<file path="src/rtl/fmm_pkg.sv">
package fmm_pkg;

  // Per-operand classification produced by the datapath classifiers.
  typedef struct packed {
    logic sign;
    logic isNan;
    logic isSnan;
    logic isZero;
  } fmm_class_t;

  // Strobes passed from control to datapath.
  typedef struct packed {
    logic capture;   // latch a new result and flag this cycle
    logic pickMax;   // 1: maximum, 0: minimum
  } fmm_strobe_t;

endpackage

</file>
<file path="src/rtl/fmm_classify.sv">
module fmm_classify
  import fmm_pkg::*;
#(
  parameter int EXP_W  = 11,
  parameter int FRAC_W = 52,
  localparam int DATA_W = 1 + EXP_W + FRAC_W
) (
  input  logic [DATA_W-1:0] operand,
  output fmm_class_t        cls
);

  logic [EXP_W-1:0]  expField;
  logic [FRAC_W-1:0] fracField;
  logic              expAllOnes;
  logic              fracNonZero;

  assign expField    = operand[DATA_W-2 -: EXP_W];
  assign fracField   = operand[FRAC_W-1:0];
  assign expAllOnes  = &expField;
  assign fracNonZero = |fracField;

  always_comb begin
    cls.sign   = operand[DATA_W-1];
    cls.isNan  = expAllOnes & fracNonZero;
    // quiet bit is the top fraction bit; cleared means signaling
    cls.isSnan = expAllOnes & fracNonZero & ~fracField[FRAC_W-1];
    cls.isZero = ~(|expField) & ~fracNonZero;
  end

endmodule

</file>
<file path="src/rtl/fmm_order.sv">
module fmm_order #(
  parameter int DATA_W = 64
) (
  input  logic [DATA_W-1:0] lhs,
  input  logic [DATA_W-1:0] rhs,
  output logic              lhsBelow
);

  logic              lhsSign;
  logic              rhsSign;
  logic [DATA_W-2:0] lhsMag;
  logic [DATA_W-2:0] rhsMag;

  assign lhsSign = lhs[DATA_W-1];
  assign rhsSign = rhs[DATA_W-1];
  assign lhsMag  = lhs[DATA_W-2:0];
  assign rhsMag  = rhs[DATA_W-2:0];

  // Strict sign-magnitude less-than; -0 sorts below +0.
  always_comb begin
    if (lhsSign != rhsSign) begin
      lhsBelow = lhsSign;
    end else if (lhsSign) begin
      lhsBelow = lhsMag > rhsMag;
    end else begin
      lhsBelow = lhsMag < rhsMag;
    end
  end

endmodule

</file>
<file path="src/rtl/fmm_control.sv">
module fmm_control
  import fmm_pkg::*;
(
  input  logic        clk,
  input  logic        rst,
  input  logic        inValid,
  input  logic        opMax,
  output fmm_strobe_t strobe,
  output logic        outValid
);

  always_comb begin
    strobe.capture = inValid & ~rst;
    strobe.pickMax = opMax;
  end

  always_ff @(posedge clk) begin
    if (rst) begin
      outValid <= 1'b0;
    end else begin
      outValid <= inValid;
    end
  end

endmodule

</file>
<file path="src/rtl/fmm_datapath.sv">
module fmm_datapath
  import fmm_pkg::*;
#(
  parameter int EXP_W  = 11,
  parameter int FRAC_W = 52,
  localparam int DATA_W = 1 + EXP_W + FRAC_W
) (
  input  logic              clk,
  input  logic              rst,
  input  fmm_strobe_t       strobe,
  input  logic [DATA_W-1:0] opA,
  input  logic [DATA_W-1:0] opB,
  output logic [DATA_W-1:0] result,
  output logic              invalidFlag
);

  localparam int NUM_OPS = 2;

  logic [DATA_W-1:0] opVec   [NUM_OPS];
  fmm_class_t        clsVec  [NUM_OPS];
  logic              belowVec[NUM_OPS];  // [0]: A<B, [1]: B<A

  assign opVec[0] = opA;
  assign opVec[1] = opB;

  for (genvar i = 0; i < NUM_OPS; i++) begin : g_lane
    fmm_classify #(
      .EXP_W (EXP_W),
      .FRAC_W(FRAC_W)
    ) u_cls (
      .operand(opVec[i]),
      .cls    (clsVec[i])
    );

    fmm_order #(
      .DATA_W(DATA_W)
    ) u_ord (
      .lhs     (opVec[i]),
      .rhs     (opVec[NUM_OPS-1-i]),
      .lhsBelow(belowVec[i])
    );
  end

  logic [DATA_W-1:0] nextResult;
  logic              nextFlag;
  logic              zeroSign;

  always_comb begin
    zeroSign = strobe.pickMax ? (clsVec[0].sign & clsVec[1].sign)
                              : (clsVec[0].sign | clsVec[1].sign);
    if (clsVec[0].isNan) begin
      nextResult = opA;
    end else if (clsVec[1].isNan) begin
      nextResult = opB;
    end else if (clsVec[0].isZero && clsVec[1].isZero) begin
      nextResult = {zeroSign, {(DATA_W-1){1'b0}}};
    end else if (strobe.pickMax) begin
      nextResult = belowVec[1] ? opA : opB;
    end else begin
      nextResult = belowVec[0] ? opA : opB;
    end
    nextFlag = clsVec[0].isSnan | clsVec[1].isSnan;
  end

  always_ff @(posedge clk) begin
    if (rst) begin
      result      <= '0;
      invalidFlag <= 1'b0;
    end else if (strobe.capture) begin
      result      <= nextResult;
      invalidFlag <= nextFlag;
    end else begin
      invalidFlag <= 1'b0;
    end
  end

endmodule

</file>
<file path="src/rtl/fmm_unit.sv">
module fmm_unit
  import fmm_pkg::*;
(
  input  logic        clk,
  input  logic        rst,
  input  logic        inValid,
  input  logic [63:0] opA,
  input  logic [63:0] opB,
  input  logic        opMax,
  output logic        outValid,
  output logic [63:0] result,
  output logic        invalidFlag
);

  localparam int EXP_W  = 11;
  localparam int FRAC_W = 52;

  fmm_strobe_t strobe;

  fmm_control u_ctrl (
    .clk     (clk),
    .rst     (rst),
    .inValid (inValid),
    .opMax   (opMax),
    .strobe  (strobe),
    .outValid(outValid)
  );

  fmm_datapath #(
    .EXP_W (EXP_W),
    .FRAC_W(FRAC_W)
  ) u_dp (
    .clk        (clk),
    .rst        (rst),
    .strobe     (strobe),
    .opA        (opA),
    .opB        (opB),
    .result     (result),
    .invalidFlag(invalidFlag)
  );

endmodule

</file>
<file path="config.mk">
export PLATFORM = sky130hd
export DESIGN_NAME = fmm_unit
export DESIGN_NICKNAME = d
export VERILOG_FILES = /design/src/rtl/fmm_pkg.sv /design/src/rtl/fmm_classify.sv /design/src/rtl/fmm_order.sv /design/src/rtl/fmm_control.sv /design/src/rtl/fmm_datapath.sv /design/src/rtl/fmm_unit.sv
export SDC_FILE = /design/constraint.sdc
export NUM_CORES = 1
export LEC_CHECK = 0
export BUFFER_PORTS_ARGS = -buffer_cell sky130_fd_sc_hd__buf_2
export CAP_MARGIN = 20
export CORE_UTILIZATION = 40
export DETAILED_ROUTE_END_ITERATION = 8
export HOLD_SLACK_MARGIN = 0.02
export PLACE_DENSITY = 0.59
export REMOVE_ABC_BUFFERS = 1
export SLEW_MARGIN = 20
export SYNTH_ARGS = -nofsm -noshare
export SYNTH_HDL_FRONTEND = slang
export SYNTH_SLANG_ARGS = --single-unit
</file>
<file path="constraint.sdc">
create_clock -name clk -period 8.1 [get_ports clk]
set_input_delay 1.62 -clock clk [delete_from_list [all_inputs] [get_ports clk]]
set_output_delay 1.62 -clock clk [all_outputs]
set_load 0.005 [all_outputs]
</file>
Word level (Yosys, flattened, before mapping)
Index checks and enable logic that the tools add are counted.
- order comparisons: 4
- equal/unequal tests: 2
- mux-type cells: 11
- bitwise logic cells: 18
- reductions and logical operators: 8
- operators by type and width (operator ; number):
    64-bit two-way mux ; 6
    63-bit > comparator ; 2
    63-bit less-than comparator ; 2
    52-bit OR reduction ; 2
    11-bit AND reduction ; 2
    11-bit OR reduction ; 2
    1-bit bitwise AND ; 8
    1-bit NOT ; 8
    1-bit two-way mux ; 5
    1-bit != test ; 2
    1-bit bitwise OR ; 2
    2-bit OR reduction ; 1
    1-bit logical AND ; 1
- flip-flop bits (word level): 66
- output and inout bits: 66

Depth between registers and ports, before layout
Gate-level depths: netlist of the first run.
- word-level depth: 8
- depth in mapped cells: 14

Cells and area by module
A second synthesis of the first run with hierarchy kept.
- cell total of the unflattened synthesis: 1052
- area, all modules: 8498.2 um^2
- modules (own cells, without submodules) (module ; times used ; cells an instance ; area each (um^2)):
    fmm_datapath ; 1 ; 530 ; 4804.6
    fmm_order ; 2 ; 229 ; 1629.1
    fmm_classify ; 2 ; 30 ; 197.7
    fmm_control ; 1 ; 4 ; 40.0

Worst setup path before layout of the first run
Ideal clock, no wire load.
- path kind: input-to-reg
- start point: in opB[45]
- end point: reg u_dp.result[10]
- arrival time: 4.117 ns
- data required time: 7.975 ns
- setup slack: 3.858 ns
- cell stages on the path: 12
- path through: inv_1 > ha_1 > a21oi_1 > nand2_1 > a221o_1 > o31a_1 > nor3_1 > mux2_2 > a41oi_2 > clkbuf_1 > o22a_1 > o22ai_1
- longest elaborated chain between the ends: 8
- elaborated cells between the ends (all ways): 19
- classes of those cells: order compare (4); mux (10); bitwise (3); reduce/logical (2)
- ends and longest elaborated chain (element ; RTL line ; source):
    start: declaration ; fmm_unit.sv:8 ; input logic [63:0] opB,
    63-bit less-than comparator / 63-bit > comparator (equally long branches) ; fmm_order.sv:26, fmm_order.sv:24 ;
    1-bit two-way mux ; fmm_order.sv:23 ; end else if (lhsSign) begin
    1-bit two-way mux ; fmm_order.sv:21 ; if (lhsSign != rhsSign) begin
    64-bit two-way mux, on equally long branches ; fmm_datapath.sv:60, fmm_datapath.sv:58 ;
    64-bit two-way mux ; fmm_datapath.sv:57 ; end else if (strobe.pickMax) begin
    64-bit two-way mux ; fmm_datapath.sv:55 ; end else if (clsVec[0].isZero && clsVec[1].isZero) begin
    64-bit two-way mux (*) ; fmm_datapath.sv:53 ; end else if (clsVec[1].isNan) begin
    64-bit two-way mux (*) ; fmm_datapath.sv:51 ; if (clsVec[0].isNan) begin
    end signal: assignment ; fmm_datapath.sv:70 ; result <= nextResult;
    end: declaration ; fmm_datapath.sv:13 ; output logic [DATA_W-1:0] result,
Mark *: on every way between the ends. The rest lies on a longest branch, timed or not.
A chain may end at the register's enable or synchronous reset.

Final worst setup path of the first run
- start point: in opA[6]
- end point: reg u_dp.result[47]
- longest elaborated chain between the ends: 8
- elaborated cells between the ends (all ways): 19
- classes of those cells: order compare (4); mux (10); bitwise (3); reduce/logical (2)
- ends and longest elaborated chain (element ; RTL line ; source):
    start: declaration ; fmm_unit.sv:7 ; input logic [63:0] opA,
    63-bit less-than comparator / 63-bit > comparator (equally long branches) ; fmm_order.sv:26, fmm_order.sv:24 ;
    1-bit two-way mux ; fmm_order.sv:23 ;
    1-bit two-way mux ; fmm_order.sv:21 ;
    64-bit two-way mux, on equally long branches ; fmm_datapath.sv:60, fmm_datapath.sv:58 ;
    64-bit two-way mux ; fmm_datapath.sv:57 ;
    64-bit two-way mux ; fmm_datapath.sv:55 ;
    64-bit two-way mux ; fmm_datapath.sv:53 ;
    64-bit two-way mux (*) ; fmm_datapath.sv:51 ;
Marked as above.

==> flow_summary_export.csv, run 1 <==
group,metric,value,unit
critical_path,crit_slowest_cell,"nor4_1",
synth,synth_top_area_share,17.8,%
power,leakage,3.89,nW
cts,insertion_delay,0.34,ns
cts,cts_max_level,3,
critical_path,cp_top_family,"simple AND/OR/NAND/NOR gates",
detailed_routing,vias,8063,
cells_and_area,nNetsFinal,1293,
detailed_routing,vias_per_cell,6.05,
hold_path,hold_depth,2,
cts,cts_hold_buf,0,
placed_design,routabilityCongestion,0.859,
timing,setup_tns,0,ns
timing,setup_viol,0,
critical_path,path_buf_inv,3,
global_routing,gr-total-overflow,0,
synth,avgSynthCellArea,7.82,um2
critical_path,reg2reg_from,"u_dp.result[51]",
global_routing,grt.total_usage,26.7,%
cells_and_area,n_fill_cell,1864,
timing,period_share,67.0,%
global_routing,busiest_layer,"met2",
status,outcome,"finished, violations left",
power,powerDensity,153,mW/mm2
critical_path,reg2regPathDepth,3,
critical_path,max_stage_delay,0.67,ns
synth,async_flop_share,0,%
synth,synth_edf_count,0,
detailed_routing,avgRoutedWirePerCell,19.4,um
timing,period_needed,5.43,ns
synth,synthTopCellsByArea,"dfxtp_1 18%, ha_1 11%, o22ai_1 8.7%, a211oi_2 8.6%, mux2i_1 7.0%",
cts,cts_buffer_depth,2,
cts,cts_tree,"done",
critical_path,start_kind,"input port",
cts,cts_sinks,66,
critical_path,worstPathArrival,5.65,ns
critical_path,worst_setup_path_end_kind,"flip-flop",
run,maxCapViolCount,0,
synth,ys_types,55,
floorplan,core-area,0.0181,mm2
synth,synthFlopType,"dfxtp_1",
floorplan,num_rows,49,
floorplan,io_pins,198,
hold_path,hold_path.class,"flip-flop to flip-flop",
critical_path,required,8.32,ns
global_routing,grt_pass1_vias,7506,
global_routing,grt_pass1_wl,41300,um
cts,clk_pin_slew,0.06,ns
critical_path,critPathKind,"input port to flip-flop",
synth,ys_seq_elements,66,
timing,worst_pin_slew,1.14,ns
global_routing,grt_max_degree,75,
critical_path,r2r-end,"u_dp.result[51]",
cts,cts_root_buf,"clkbuf_16",
synth,synth_area,0.00742,mm2
status,violations,"design-rule violations",
floorplan,start_util,41.0,%
timing,finalMaxSlewViolations,0,
synth,synth_area_leader_cell,"dfxtp_1",
detailed_routing,ant_nets,0,
cells_and_area,layout-drive-gt1-share,26.7,%
detailed_routing,drc_errors,26,
synth,synth_cells,949,
cts,cts_resized,0,
floorplan,fp.dieArea,0.0191,mm2
detailed_routing,drtIter0Drc,485,
power,max-vdd-ir-drop,0.0917,mV
critical_path,crit_fanout,61,
synth,yosysSeqAreaShare,17.8,%
detailed_routing,dr.pass1.iters,7,
cells_and_area,fin_area,0.00876,mm2
cts,cts_made_buffers,9,
cells_and_area,area_growth,18.0,%
global_routing,grt_use_met2,43.2,%
timing,clock_skew,0,ns
hold_path,min_from,"u_dp.result[52]",
placed_design,port_buffers,197,
global_routing,use_met1,36.3,%
cts,postCtsSetupBuffers,0,
synth,ys_warn_count,0,
placed_design,placed_cell_area,0.00842,mm2
global_routing,met3_usage,3.29,%
global_routing,antenna_found_initial,2,
hold_path,hold_path_end,"u_dp.result[52]",
critical_path,worst-r2r-setup-slack,7.29,ns
critical_path,path_cells,"buf_2, nor4_1, nand4_1, nor4_1, nand3_1, and2_1, nor2b_4, buf_4, nand2_2, buf_4, o22a_1, o22ai_1",
floorplan,die_x,138,um
floorplan,dieHeight,138,um
timing,relSlewSlack,24.1,%
detailed_routing,finalWirelength,25900,um
placed_design,post-dp-hpwl,18100,um
timing,clock.fmax,0.184,GHz
timing,final-hold-violation-count,0,
timing,rsz0062_at_grt,"false",
==> synth_stat cells (all sizes together), types with 7 or more instances <==
cell and n:
a31oi 7, a211oi 55, nor2b 52, nand3 21, clkbuf 44, nand2 39, buf 29, a21oi 34
a311oi 10, nand4 20, o22ai 103, mux2i 52, inv 72, nor4 35, ha 65, o22a 51
nor2 74, mux2 7, dfxtp 66, o21ai 64
==> routing by layer <==
layer	vias up	routed length, um	share of wire, %
li1	3928	-	-
met1	3819	12200	47
met4	0	562	2.2
met3	34	1250	4.8
met2	282	11900	46
met5	-	0	0
==> cells in the final DEF, fill, tap and decap left out, types with 5 or more instances in the layout <==
cell,n
buf_4,12
nor2b_1,51
o22a_1,51
dfxtp_1,66
buf_2,196
mux2_1,5
a31oi_1,7
o21ai_0,64
nand3_1,20
mux2i_1,52
clkbuf_16,9
nor3_1,5
nor2_1,73
nand2_1,37
a311oi_1,10
nand4_1,18
nor4_1,33
o22ai_1,103
a21oi_1,33
clkbuf_8,5
a211oi_2,50
inv_1,72
ha_1,65
==> cells by family (layout without fill, tap and decap cells) <==
family                     Yosys count  count (layout)  synth area share (%)
buffers and inverters              145             297                  9.05
DFF                                 66              66                  17.8
adders and majority gates           65              65                  11.0
AOI/OAI and AO/OA                  348             348                  35.1
and+or+nand+nor                    266             266                  19.0
other                                0               2                     0
muxes                               59              59                  8.08
==> flip-flops by register name (all words and copies together) (netlist names) <==
signal and count:
u_dp.invalidFlag 1, u_ctrl.outValid 1, u_dp.result 64
==> worst register-to-register path: stages, from the launching register on <==
cell      delay, ns
dfxtp_1        0.36
nand2b_1       0.08
a21o_1         0.16
a41oi_1        0.14
==> cell type report <==
| cell class | count | area [um2] | share of cell area [%] |
|---|---|---|---|
| diodes | 2 | 5.00 | 0.0572 |
| repair buffers | 209 | 1100 | 12.5 |
| flip-flops and latches | 66 | 1320 | 15.1 |
| clock buffers | 15 | 298 | 3.40 |
| inverters | 72 | 270 | 3.09 |
| multi-input cells | 738 | 5470 | 62.5 |
| well taps | 229 | 287 | 3.27 |
| clock inverters | 1 | 5.00 | 0.0572 |
==> how the worst max path moves through the flow <==
stage          startpoint         endpoint  slack, ns  depth (start not counted)
5_1_grt            opA[6]  u_dp.result[39]       2.56                         11
3_3_place_gp       opA[6]  u_dp.result[47]       2.39                         11
3_5_place_dp       opA[6]  u_dp.result[44]       2.36                         12
6_report           opA[6]  u_dp.result[47]       2.67                         12
4_1_cts            opA[6]  u_dp.result[44]       2.73                         12
2_1_floorplan     opB[33]  u_dp.result[14]      -0.70                          9
==> where the power goes <==
| part | leakage (nW) | internal [W] | switching, W |
|---|---|---|---|
| clock | 0.152 | 0.000249 | 0.000160 |
| combinational | 3.18 | 0.000229 | 0.000295 |
| sequential | 0.552 | 0.000372 | 0.0000346 |
==> through the flow <==
step	utilization, %	instances	worst slack (ns)	power [W]	hold WS (ns)
4_1_cts	48.2	1329	2.73	0.00134	0.500
3_3_place_gp	46.6	1313	2.39	0.000928	0.488
6_report	48.4	1332	2.67	0.00134	0.497
3_5_place_dp	46.6	1313	2.36	0.000929	0.492
2_1_floorplan	-	876	-0.696	0.000727	0.487
5_1_grt	48.4	1332	2.56	0.00142	0.517
No activity file was read; power rests on OpenSTA's default activity.
==> inputs of run 2 (changes only) <==
ABC_AREA = 1   (was not set)
PLACE_DENSITY = 0.61   (was 0.59)
clock period = 4.4 ns   (was 8.1 ns; I/O delays follow)
==> flow_summary_export.csv, run 2 <==
group,metric,value,unit
cells_and_area,top_register,"u_dp.result",
synth,ys_top_cells_by_count,"453 x nand2_1, 289 x nand3_1, 257 x inv_1, 110 x o21ai_0, 83 x a21oi_1",
critical_path,path_buf_inv,3,
timing,worst_pin_slew,0.933,ns
status,outcome,"finished clean",
cts,insertion_delay,0.35,ns
timing,clock_skew,0,ns
global_routing,grt_pass1_vias,9186,
floorplan,start_util,41.2,%
synth,synth_top_area_share,20.2,%
cts,cts_hold_buf,0,
timing,finalMaxSlewViolations,0,
critical_path,crit_top_cell,"nand2_1",
cells_and_area,top_regs,"u_dp.result x64, u_ctrl.outValid x1, u_dp.invalidFlag x1",
critical_path,crit_start,"opB[6]",
floorplan,dieHeight,147,um
global_routing,grt_max_degree,69,
detailed_routing,drc_errors,0,
cells_and_area,layout-drive-gt1-share,15.5,%
detailed_routing,ant_nets,0,
synth,async_flop_share,0,%
placed_design,routabilityCongestion,0.871,
detailed_routing,drtIter0Drc,749,
synth,synthFlopType,"dfxtp_1",
hold_path,hold_path.class,"flip-flop to flip-flop",
synth,avgSynthCellArea,5.42,um2
critical_path,worstPathArrival,3.68,ns
timing,rsz0062_at_grt,"false",
run,maxCapViolCount,0,
critical_path,worst_setup_path_end_kind,"flip-flop",
synth,yosysSeqAreaShare,15.7,%
power,max-vdd-ir-drop,0.221,mV
power,leakage,5.66,nW
placed_design,post-dp-hpwl,20700,um
synth,synth_cells,1552,
cells_and_area,nNetsFinal,1883,
cts,postCtsSetupBuffers,0,
cells_and_area,layout_commonest_cell,"nand2_1",
floorplan,io_pins,198,
critical_path,start_kind,"input port",
global_routing,gr-total-overflow,0,
timing,clock.fmax,0.287,GHz
global_routing,grt.total_usage,28.2,%
floorplan,fp.dieArea,0.0216,mm2
detailed_routing,finalWirelength,30800,um
timing,relSlewSlack,37.7,%
critical_path,crit_slowest_cell,"buf_4",
floorplan,num_rows,52,
critical_path,cp_top_family,"simple AND/OR/NAND/NOR gates",
critical_path,path_cells,"buf_2, inv_1, ha_1, nand2_1, nor2_1, nand2_1, nand2_1, nand2_1, nand2_1, nand2_1, nand2_1, nand2_2, nand2_4, nand2_2, nand2_4, buf_4, nand3_1, nand3_1, nand2_1, nand2_1, nand2_1, nand2_1, a21oi_1",
cells_and_area,n_fill_cell,2246,
cells_and_area,area_growth,16.5,%
detailed_routing,avgRoutedWirePerCell,15.7,um
critical_path,reg2reg_from,"u_dp.result[61]",
timing,setup_tns,0,ns
global_routing,antenna_found_initial,1,
synth,synth_area,0.00842,mm2
cts,cts_tree,"done",
critical_path,crit_fanout,57,
cts,cts_max_level,3,
timing,final-hold-violation-count,0,
synth,synth_edf_count,0,
synth,synthTopCellsByArea,"nand2_1 20%, nand3_1 17%, dfxtp_1 16%, inv_1 11%, ha_1 9.7%",
critical_path,critPathKind,"input port to flip-flop",
synth,ys_types,31,
power,powerDensity,226,mW/mm2
placed_design,port_buffers,197,
critical_path,required,4.60,ns
global_routing,grt_pass1_wl,49000,um
synth,ys_warn_count,0,
floorplan,die_x,147,um
power,p_total,0.00221,W
cts,cts_root_buf,"clkbuf_16",
critical_path,max_stage_delay,0.59,ns
floorplan,core-area,0.0204,mm2
synth,synth_most_common_cell,"nand2_1",
hold_path,min_from,"u_dp.result[35]",
cts,clk_pin_slew,0.06,ns
cells_and_area,largest_reg_flops,64,
cts,cts_buffer_depth,2,
synth,synth_area_leader_cell,"nand2_1",
cts,cts_made_buffers,9,
detailed_routing,vias_per_cell,5.30,
timing,setup_viol,0,
cts,cts_resized,0,
cells_and_area,final_core_util,48.0,%
detailed_routing,dr.pass1.iters,5,
detailed_routing,vias,10400,
timing,period_needed,3.49,ns
cts,cts_sinks,66,
cells_and_area,layout_common_cells,"451 x nand2_1, 289 x nand3_1, 257 x inv_1, 197 x buf_2, 110 x o21ai_0",
timing,period_share,79.2,%
synth,ys_seq_elements,66,
==> run 2: cells by family (layout without fill, tap and decap cells) <==
kind of cell | Yosys count | after routing | share of synthesized area [%]
fa+ha+maj | 65 | 65 | 9.66
flops | 66 | 66 | 15.7
other cells | 0 | 2 | 0
simple gates | 844 | 844 | 44.3
buf+inv | 361 | 500 | 17.0
compound gates | 216 | 216 | 13.3
==> run 2: path summary, 6_finish.rpt <==
| check | endpoint | slack, ns | cells past startpoint |
|---|---|---|---|
| setup reg to reg | u_dp.result[61] | 3.69 | 4 |
| hold reg to reg | u_dp.result[35] | 0.46 | 2 |
| hold / removal | u_dp.result[35] | 0.46 | 2 |
| setup / recovery | u_dp.result[51] | 0.91 | 23 |
==> run 2: final cells by class <==
class                   instances  area (um2)  share of cell area, %
diodes                          2        5.00                 0.0510
clock buffers                  13         250                   2.55
clock inverters                 3        15.0                  0.153
inverters                     265         997                   10.2
multi-input cells            1125        5680                   57.9
flip-flops and latches         66        1320                   13.5
well taps                     270         338                   3.44
repair buffers                219        1200                   12.2
==> run 2: worst reg2reg max path: stages, from the launching register on <==
cell     delay (ns)
dfxtp_1        0.31
nor2_1         0.09
nor2_1         0.04
o21ai_1        0.11
inv_1          0.05
==> run 2: routing by layer <==
layer | track usage, % | vias to the layer above | routed length [um]
met5 | 0 | - | 0
met4 | 10.8 | 0 | 798
met3 | 3.79 | 57 | 2630
met2 | 44.3 | 484 | 13500
met1 | 39.1 | 4588 | 13900
li1 | - | 5269 | -
==> run 2: where the power goes <==
part / internal (W) / switching, W
Combinational: 0.000311 / 0.000565
Sequential: 0.000630 / 0.0000148
Clock: 0.000395 / 0.000297
Total: 0.00134 / 0.000878
==> run 2: stage by stage <==
step	hold WS [ns]	instances	area (um2)	setup slack, ns
6_report	0.461	1963	9810	0.915
5_1_grt	0.479	1961	9800	0.636
4_1_cts	0.462	1961	9800	0.988
3_5_place_dp	0.452	1945	9540	0.629
3_3_place_gp	0.450	1945	9540	0.616
2_1_floorplan	0.456	1456	7980	0.201
